`config.mk`:
```
export PLATFORM = sky130hd
export DESIGN_NAME = eag_top
export DESIGN_NICKNAME = d
export VERILOG_FILES = /design/src/rtl/eag_pkg.sv /design/src/rtl/eag_decode.sv /design/src/rtl/eag_seq.sv /design/src/rtl/eag_datapath.sv /design/src/rtl/eag_top.sv
export SDC_FILE = /design/constraint.sdc
export NUM_CORES = 1
export LEC_CHECK = 0
export BUFFER_PORTS_ARGS = -buffer_cell sky130_fd_sc_hd__buf_2
export CORE_MARGIN = 3
export CORE_UTILIZATION = 56
export CTS_CLUSTER_SIZE = 8
export DETAILED_ROUTE_END_ITERATION = 8
export HOLD_SLACK_MARGIN = 0.03
export PLACE_DENSITY = 0.88
export SETUP_SLACK_MARGIN = 0.02
export SLEW_MARGIN = 20
export SYNTH_ARGS = -nofsm -noshare
export SYNTH_HDL_FRONTEND = slang
export SYNTH_SLANG_ARGS = --single-unit
```
`constraint.sdc`:
```
create_clock -name clk -period 5.93 [get_ports clk]
set_clock_uncertainty 0.1 [all_clocks]
set_input_delay 0.8895 -clock clk [delete_from_list [all_inputs] [get_ports clk]]
set_output_delay 0.8895 -clock clk [all_outputs]
set_load 0.02 [all_outputs]
```
`src/rtl/eag_pkg.sv`:
```
package eag_pkg;
    localparam int WORD_W  = 16;
    localparam int ADDR_W  = 15;
    localparam int OPC_W   = 5;
    localparam int TAG_W   = 2;
    localparam int FMT_BIT = WORD_W - OPC_W - 1;
    localparam int DISP_W  = FMT_BIT - TAG_W;
    localparam int MOD_W   = DISP_W - 1;
    localparam int XR_BASE = 0;

    typedef logic [ADDR_W-1:0] addr_t;
    typedef logic [WORD_W-1:0] word_t;

    typedef enum logic [2:0] {
        ST_IDLE,
        ST_XR_REQ,
        ST_XR_WAIT,
        ST_IND_REQ,
        ST_IND_WAIT,
        ST_FIN
    } seq_state_e;

    typedef struct packed {
        logic              long_fmt;
        logic [TAG_W-1:0]  tag;
        logic              indirect;
        logic [MOD_W-1:0]  modifier;
        logic [DISP_W-1:0] disp;
    } instr_fields_t;

    function automatic addr_t sext_disp(input logic [DISP_W-1:0] d);
        return {{(ADDR_W-DISP_W){d[DISP_W-1]}}, d};
    endfunction

    function automatic addr_t wrap_add(input addr_t a, input addr_t b);
        return a + b;
    endfunction
endpackage

```
`src/rtl/eag_decode.sv`:
```
module eag_decode
    import eag_pkg::*;
(
    input  word_t         w0,
    output instr_fields_t fld
);
    logic opcode_unused;

    assign opcode_unused = ^w0[WORD_W-1 -: OPC_W];
    assign fld.long_fmt  = w0[FMT_BIT];
    assign fld.tag       = w0[FMT_BIT-1 -: TAG_W];
    assign fld.disp      = w0[DISP_W-1:0];
    // In the one-word form the top displacement bit is a sign, never an indirect flag
    assign fld.indirect  = w0[FMT_BIT] & w0[DISP_W-1];
    assign fld.modifier  = w0[MOD_W-1:0];
endmodule

```
`src/rtl/eag_seq.sv`:
```
module eag_seq
    import eag_pkg::*;
(
    input  logic clk,
    input  logic rst,
    input  logic start,
    input  logic need_xr,
    input  logic need_ind,
    output logic load,
    output logic xr_req,
    output logic xr_cap,
    output logic ind_req,
    output logic ind_cap,
    output logic busy,
    output logic done
);
    seq_state_e st, nxt;
    logic       ind_q;

    always_comb begin
        nxt = st;
        unique case (st)
            ST_IDLE: begin
                if (start) begin
                    if (need_xr)       nxt = ST_XR_REQ;
                    else if (need_ind) nxt = ST_IND_REQ;
                    else               nxt = ST_FIN;
                end
            end
            ST_XR_REQ:   nxt = ST_XR_WAIT;
            ST_XR_WAIT:  nxt = ind_q ? ST_IND_REQ : ST_FIN;
            ST_IND_REQ:  nxt = ST_IND_WAIT;
            ST_IND_WAIT: nxt = ST_FIN;
            ST_FIN:      nxt = ST_IDLE;
            default:     nxt = ST_IDLE;
        endcase
    end

    always_ff @(posedge clk) begin
        if (rst) begin
            st    <= ST_IDLE;
            ind_q <= 1'b0;
        end else begin
            st <= nxt;
            if (load) ind_q <= need_ind;
        end
    end

    assign load    = (st == ST_IDLE) && start;
    assign xr_req  = (st == ST_XR_REQ);
    assign xr_cap  = (st == ST_XR_WAIT);
    assign ind_req = (st == ST_IND_REQ);
    assign ind_cap = (st == ST_IND_WAIT);
    assign busy    = (st != ST_IDLE);
    assign done    = (st == ST_FIN);

    // completion strobe lasts a single cycle
    assert_done_pulse_R7: assert property (@(posedge clk) disable iff (rst)
        done |=> !done);

    // a read request is never followed directly by another
    assert_reads_spaced_R7: assert property (@(posedge clk) disable iff (rst)
        (xr_req || ind_req) |=> !(xr_req || ind_req));

    // no index and no indirection means completion in the next cycle
    assert_direct_fast_R2: assert property (@(posedge clk) disable iff (rst)
        (load && !need_xr && !need_ind) |=> done);
endmodule

```
`src/rtl/eag_datapath.sv`:
```
module eag_datapath
    import eag_pkg::*;
(
    input  logic              clk,
    input  logic              rst,
    input  logic              load,
    input  logic              xr_req,
    input  logic              xr_cap,
    input  logic              ind_req,
    input  logic              ind_cap,
    input  logic              busy,
    input  logic              long_fmt,
    input  logic [TAG_W-1:0]  tag,
    input  logic [DISP_W-1:0] disp,
    input  logic [MOD_W-1:0]  mod_in,
    input  word_t             w1,
    input  addr_t             iar,
    input  word_t             rdata,
    output logic              rd_en,
    output addr_t             rd_addr,
    output addr_t             ea,
    output logic [MOD_W-1:0]  mod_out
);
    addr_t            acc;
    addr_t            offset;
    addr_t            origin;
    logic [TAG_W-1:0] tag_q;
    logic [MOD_W-1:0] mod_q;
    logic             msb_unused;

    assign msb_unused = w1[WORD_W-1] ^ rdata[WORD_W-1];

    always_comb begin
        offset = long_fmt ? w1[ADDR_W-1:0] : sext_disp(disp);
        origin = (!long_fmt && (tag == '0)) ? iar : '0;
    end

    always_ff @(posedge clk) begin
        if (rst) begin
            acc   <= '0;
            tag_q <= '0;
            mod_q <= '0;
        end else if (load) begin
            acc   <= wrap_add(offset, origin);
            tag_q <= tag;
            mod_q <= mod_in;
        end else if (xr_cap) begin
            acc <= wrap_add(acc, rdata[ADDR_W-1:0]);
        end else if (ind_cap) begin
            acc <= rdata[ADDR_W-1:0];
        end
    end

    assign rd_en   = xr_req | ind_req;
    assign rd_addr = xr_req ? (addr_t'(XR_BASE) + addr_t'(tag_q)) : acc;
    assign ea      = acc;
    assign mod_out = mod_q;

    // result register moves only when a new instruction is accepted
    assert_ea_hold_R8: assert property (@(posedge clk) disable iff (rst)
        (!busy && !load) |=> $stable(acc));

    // index fetches target one of the three index words
    assert_xr_addr_R3: assert property (@(posedge clk) disable iff (rst)
        xr_req |-> (rd_addr >= addr_t'(XR_BASE + 1) && rd_addr <= addr_t'(XR_BASE + 3)));
endmodule

```
`src/rtl/eag_top.sv`:
```
module eag_top
    import eag_pkg::*;
(
    input  logic              clk,
    input  logic              rst,
    input  logic              start,
    input  logic [WORD_W-1:0] instr_w0,
    input  logic [WORD_W-1:0] instr_w1,
    input  logic [ADDR_W-1:0] next_iar,
    output logic              mem_rd_en,
    output logic [ADDR_W-1:0] mem_rd_addr,
    input  logic [WORD_W-1:0] mem_rd_data,
    output logic              done,
    output logic [ADDR_W-1:0] ea,
    output logic [MOD_W-1:0]  modifier
);
    instr_fields_t fld;
    logic load, xr_req, xr_cap, ind_req, ind_cap, busy;

    eag_decode u_decode (
        .w0  (instr_w0),
        .fld (fld)
    );

    eag_seq u_seq (
        .clk      (clk),
        .rst      (rst),
        .start    (start),
        .need_xr  (fld.tag != '0),
        .need_ind (fld.indirect),
        .load     (load),
        .xr_req   (xr_req),
        .xr_cap   (xr_cap),
        .ind_req  (ind_req),
        .ind_cap  (ind_cap),
        .busy     (busy),
        .done     (done)
    );

    eag_datapath u_dp (
        .clk      (clk),
        .rst      (rst),
        .load     (load),
        .xr_req   (xr_req),
        .xr_cap   (xr_cap),
        .ind_req  (ind_req),
        .ind_cap  (ind_cap),
        .busy     (busy),
        .long_fmt (fld.long_fmt),
        .tag      (fld.tag),
        .disp     (fld.disp),
        .mod_in   (fld.modifier),
        .w1       (instr_w1),
        .iar      (next_iar),
        .rdata    (mem_rd_data),
        .rd_en    (mem_rd_en),
        .rd_addr  (mem_rd_addr),
        .ea       (ea),
        .mod_out  (modifier)
    );

    // a start during a computation leaves the latched instruction alone
    assert_busy_start_ignored_R9: assert property (@(posedge clk) disable iff (rst)
        (start && busy) |=> $stable(modifier));

    // nothing is read while idle
    assert_idle_quiet_R11: assert property (@(posedge clk) disable iff (rst)
        !busy |-> !mem_rd_en);
endmodule

```
* Yosys cells after proc, flatten, opt, wreduce, memory -nomap -nowiden
Cells that the tools add are included.
** Operators by class
- Multipliers :: 0
- Multiplexer cells :: 11
- Shift operators :: 0
- Divide/modulo/power cells :: 0
- Bitwise gates (word level) :: 2
- Add/sub/neg operators :: 2
- Magnitude comparators :: 0
- Equal/unequal tests :: 6
- Reduce and logical (&&, ||, !) cells :: 7
** Operator list (count)
- $mux 15 :: 6
- $add 15x15->15 :: 2
- $pmux 3 s5 :: 1
- $mux 3 :: 4
- $eq 3x2->1 const B :: 2
- $eq 3x3->1 const B :: 2
- $eq 3x1->1 const B :: 1
- $logic_not 3->1 :: 1
- $reduce_bool 3->1 :: 1
- $logic_and 1x1->1 :: 2
- $logic_not 2->1 :: 1
- $ne 2x2->1 const B :: 1
- $reduce_bool 2->1 :: 1
- $and 1x1->1 :: 1
- $logic_not 1->1 :: 1
- $or 1x1->1 :: 1
** Storage, ports and cells
- Bits in latches :: 0
- RAM bits :: 0
- Memories :: 0
- Bits in read-only memories :: 0
- Flip-flop bits (word level) :: 28

* Logic depth before layout (Yosys ltp)
- Word-level depth :: 5
- Depth in mapped cells :: 12
- Depth with buffers taken out :: 11

* Cells and area by module
A second synthesis with hierarchy kept.
** Unflattened totals
- Cells, all modules :: 404
- Area total of the unflattened synthesis :: 3259.4 µm²
** Modules (own cells, without submodules)
- eag_datapath :: seq. area each 480.5 µm², times used 1, area an instance 2792.7 µm², cells an instance 355
- eag_seq :: seq. area each 80.1 µm², times used 1, area an instance 319.1 µm², cells an instance 29
- eag_decode :: seq. area each 0.0 µm², times used 1, area an instance 141.4 µm², cells an instance 19
- eag_top :: seq. area each 0.0 µm², times used 1, area an instance 6.3 µm², cells an instance 1

* Worst setup path before layout
No wires, ideal clock.
- Kind :: input to register
- Start point :: input instr_w0[10]
- End point :: register u_dp.acc[12], in the netlist u_dp.ea[12]
- Slack :: 2.430 ns
- Required time :: 5.708 ns
- Cell stages on the path :: 11
- Arrival time :: 3.278 ns
- Cells stage by stage :: clkbuf_1 nor3_1 clkbuf_1 and2_1 ha_1 nor2b_1 o311a_1 o211a_1 or3_1 a32oi_1 o21ai_1
** On the way
- Longest elaborated chain between the ends :: 5
** RTL lines
- from (decl) :: line eag_top.sv:7 : input logic [WORD_W-1:0] instr_w0,
- $logic_not 1->1 :: line eag_datapath.sv:35 : origin = (!long_fmt && (tag == '0)) ? iar : '0;
- $logic_and 1x1->1 :: line eag_datapath.sv:35
- $mux 15 :: line eag_datapath.sv:35
- $add 15x15->15 * :: line eag_pkg.sv:36 : return a + b;
- $mux 15 * :: line eag_datapath.sv:43 : end else if (load) begin
- to (signal assigned) :: line eag_datapath.sv:44 : acc <= wrap_add(offset, origin);
- to (signal assigned) :: line eag_datapath.sv:48 : acc <= wrap_add(acc, rdata[ADDR_W-1:0]);
- to (signal assigned) :: line eag_datapath.sv:50 : acc <= rdata[ADDR_W-1:0];
- to (decl) :: line eag_datapath.sv:24 : addr_t acc;
Mark *: on every way between the ends. The rest lies on a longest branch, timed or not.
A chain may end at the register's enable or synchronous reset.

* Worst setup path after layout
- Start point :: input instr_w0[10]
- End point :: register u_dp.acc[10], in the netlist u_dp.ea[10]
Same word-level chain as after synthesis.

==> flow_summary.ini <==
[status]
status = finished, final reports clean

[power]
intPower_uw = 459
power.share.switching_pct = 42.2
p_seq_share_pct = 29.9
power_density_nw_per_um2 = 218
pwr-share-comb_pct = 50.1
peakVddDrop_uv = 152
leakagePower_uw = 0.00180
clkPwrFrac_pct = 20.0
power.switching_uw = 335

[sta]
hold_viol_final = 0
slew_violations = 0
whs_ns = 0.362
slew_headroom_pct = 26.5
tightest_slew_ns = 1.10
setup_viol = 0
period_needed_ns = 3.38
fin_crit_sh_pct = 57.0
fmax_mhz = 296
fin_tns_setup_ns = 0
rsz0062_at_grt = no

[critical_path]
cp-start-kind = input pin
critPathCaptureType = register
critPathLaunch = instr_w0[10]
path_class = input pin to register
slowest_delay_ns = 0.40
reg2reg_setup_slack_ns = 3.24
cp.depth = 13
critPathCapture = u_dp.ea[10]
crit_slowest_cell = fa_1
rr_worst_depth = 5
crit_chain = buf_2 > nor3_1 > buf_4 > and2_1 > ha_1 > inv_1 > fa_1 > nor2b_1 > o311a_1 > nor3_1 > xnor2_1 > o22ai_1 > nor4_1
cp_data_required_time_ns = 6.01
worst-path-max-fanout = 20
reg2reg_to = u_dp.ea[5]
cpLargestDelayFamily = simple AND/OR/NAND/NOR gates
worst-path-buf-inv = 3
worstPathArrival_ns = 3.47
cpMostUsedCell = nor3_1
r2r_start = u_seq.st[2]

[drt]
routed_wl_mm = 8.60
dr.pass1.iters = 5
detail-route-antenna-nets = 0
vias = 3431
wl_per_cell_um = 15.0
drc = 0
vias_per_cell = 6.00
drtIter0Drc = 215

[hold_path]
min_from = u_dp.mod_out[5]
min_path_type = register to register
holdPathStages = 2

[synthesis]
syn_nets = 518
syn-cell-area_um2 = 3070
yosysWarnings = 0
yosys_register_bits = 28
synth-async-reset-ratio_pct = 0
seq_area_frac_synth_pct = 18.3
ys.flop_type = dfxtp_1
synth_cell_type_count = 58
syn_inst = 422
synth_edf_count = 0
avgSynthCellArea_um2 = 7.27

[clocking]
cts_buffer_depth = 2
cts-resized-gates = 0
cts.sinks = 28
root_buffer = clkbuf_8
cts_tree = yes
htree_levels = 1
cts_buffers = 3
clock_latency_ns = 0.29
cts_setup_buffers = 0
hold_buffers = 0
cts.reportedPaths.clkPinSlew_ns = 0.11

[global_routing]
grt_pass1_wl_mm = 13.8
grt_pass1_vias = 3116
overflow = 0
grtUsageTotal_pct = 26.5
antenna_found_initial = 0
grt_max_degree = 31

[placement]
io_buffers = 97
dpl.hpwl_mm = 6.55
place_congestion = 0.896

[final_layout]
final_nets = 599
final_common_cell = buf_2
areaGrowthSynthToFinish_pct = 18.5
num_antenna_cells = 0
drive_above_1_share_pct = 23.3
final_cell_mix = buf_2, nand2_1, a21oi_1

[job]
drv_cap = 0

[die]
ios = 105
dieHeight_um = 80.0
start_util_pct = 59.0
core_um2 = 5200
die_x_um = 80.0
die_area_um2 = 6400
rows = 26
-- Yosys cell counts, drive strengths merged, types with 6 or more instances --
library cell  count  share of area [%]
a211oi            7                1.7
a21o             11                2.7
a21oi            45                7.5
a31oi             7                1.4
and2             19                3.9
buf               6               0.94
clkbuf           17                2.1
dfxtp            28                 18
ha               28                 11
inv               9                1.1
mux2              9                3.3
nand2            67                8.2
nand3             6               0.98
nor2             23                2.8
nor2b            17                3.5
nor3              9                1.5
o211ai           11                2.7
o21a              6                1.5
o21ai            15                2.4
o31ai             6                1.5
xnor2             8                2.3
xor2              6                1.7
-- worst min-delay path by stage --
stage	end	slack [ns]
floorplan	u_dp.tag_q[0]	0.33
global placement	u_dp.mod_out[3]	0.34
detailed placement	u_dp.mod_out[1]	0.35
CTS	u_dp.mod_out[1]	0.36
global route	u_dp.mod_out[2]	0.39
finish	u_dp.mod_out[5]	0.36
-- power by group through the flow --
| stage | Combinational [µW] | Sequential, µW | Clock [µW] |
|---|---|---|---|
| 6_report | 398 | 237 | 159 |
| 5_1_grt | 441 | 240 | 167 |
| 4_1_cts | 394 | 236 | 159 |
| 3_5_place_dp | 392 | 240 | 0 |
| 3_3_place_gp | 381 | 238 | 0 |
| 2_1_floorplan | 261 | 260 | 0 |
-- area by class of cell --
| cell class | count | area, µm² |
|---|---|---|
| inverters | 9 | 33.8 |
| repair buffers | 99 | 500 |
| flip-flops and latches | 28 | 561 |
| multi-input cells | 362 | 2380 |
| fillers | 443 | 1570 |
| clock inverters | 1 | 30.0 |
| well taps | 70 | 87.6 |
| clock buffers | 3 | 41.3 |
-- worst reg2reg max path, stage by stage (launching register included) --
cell and delay, ns:
dfxtp_1 0.44, or3b_1 0.77, a21oi_2 0.73, o21ai_0 0.27
a21oi_1 0.20, nor3_1 0.07
-- per-layer routing --
layer / routed length, µm / global-route usage (%) / vias up
met5: 0 / 0 / -
met4: 110 / 6.59 / 0
met3: 702 / 4.06 / 12
met2: 4060 / 45.9 / 155
met1: 3720 / 34.1 / 1566
li1: - / - / 1698
-- per-stage QoR --
step           area (µm²)  cells  power, µW  setup slack, ns  utilization, %
2_1_floorplan        3070    422        521             2.43               -
3_3_place_gp         3560    568        620             2.33            68.5
3_5_place_dp         3560    568        632             2.28            68.5
4_1_cts              3640    572        790             2.55            69.9
5_1_grt              3640    572        848             2.35            69.9
6_report             3640    572        794             2.55            69.9
-- cells by family after synthesis --
| logic type | count (synthesis) | synth area share (%) |
|---|---|---|
| buffers and inverters | 32 | 4.12 |
| AND/OR/NAND/NOR | 169 | 26.9 |
| flip-flops | 28 | 18.3 |
| AO/OA/AOI/OAI | 137 | 29.7 |
| multiplexers | 12 | 4.28 |
| adder cells (fa/ha/maj) | 30 | 12.7 |
| XOR/XNOR | 14 | 4.00 |
-- state kept, by name, summed over array words and instances (netlist names) --
register and cells:
u_seq.ind_q 1, u_dp.mod_out 7, u_seq.st 3, u_dp.tag_q 2, u_dp.ea 15
(Power assumes the default switching activity.)
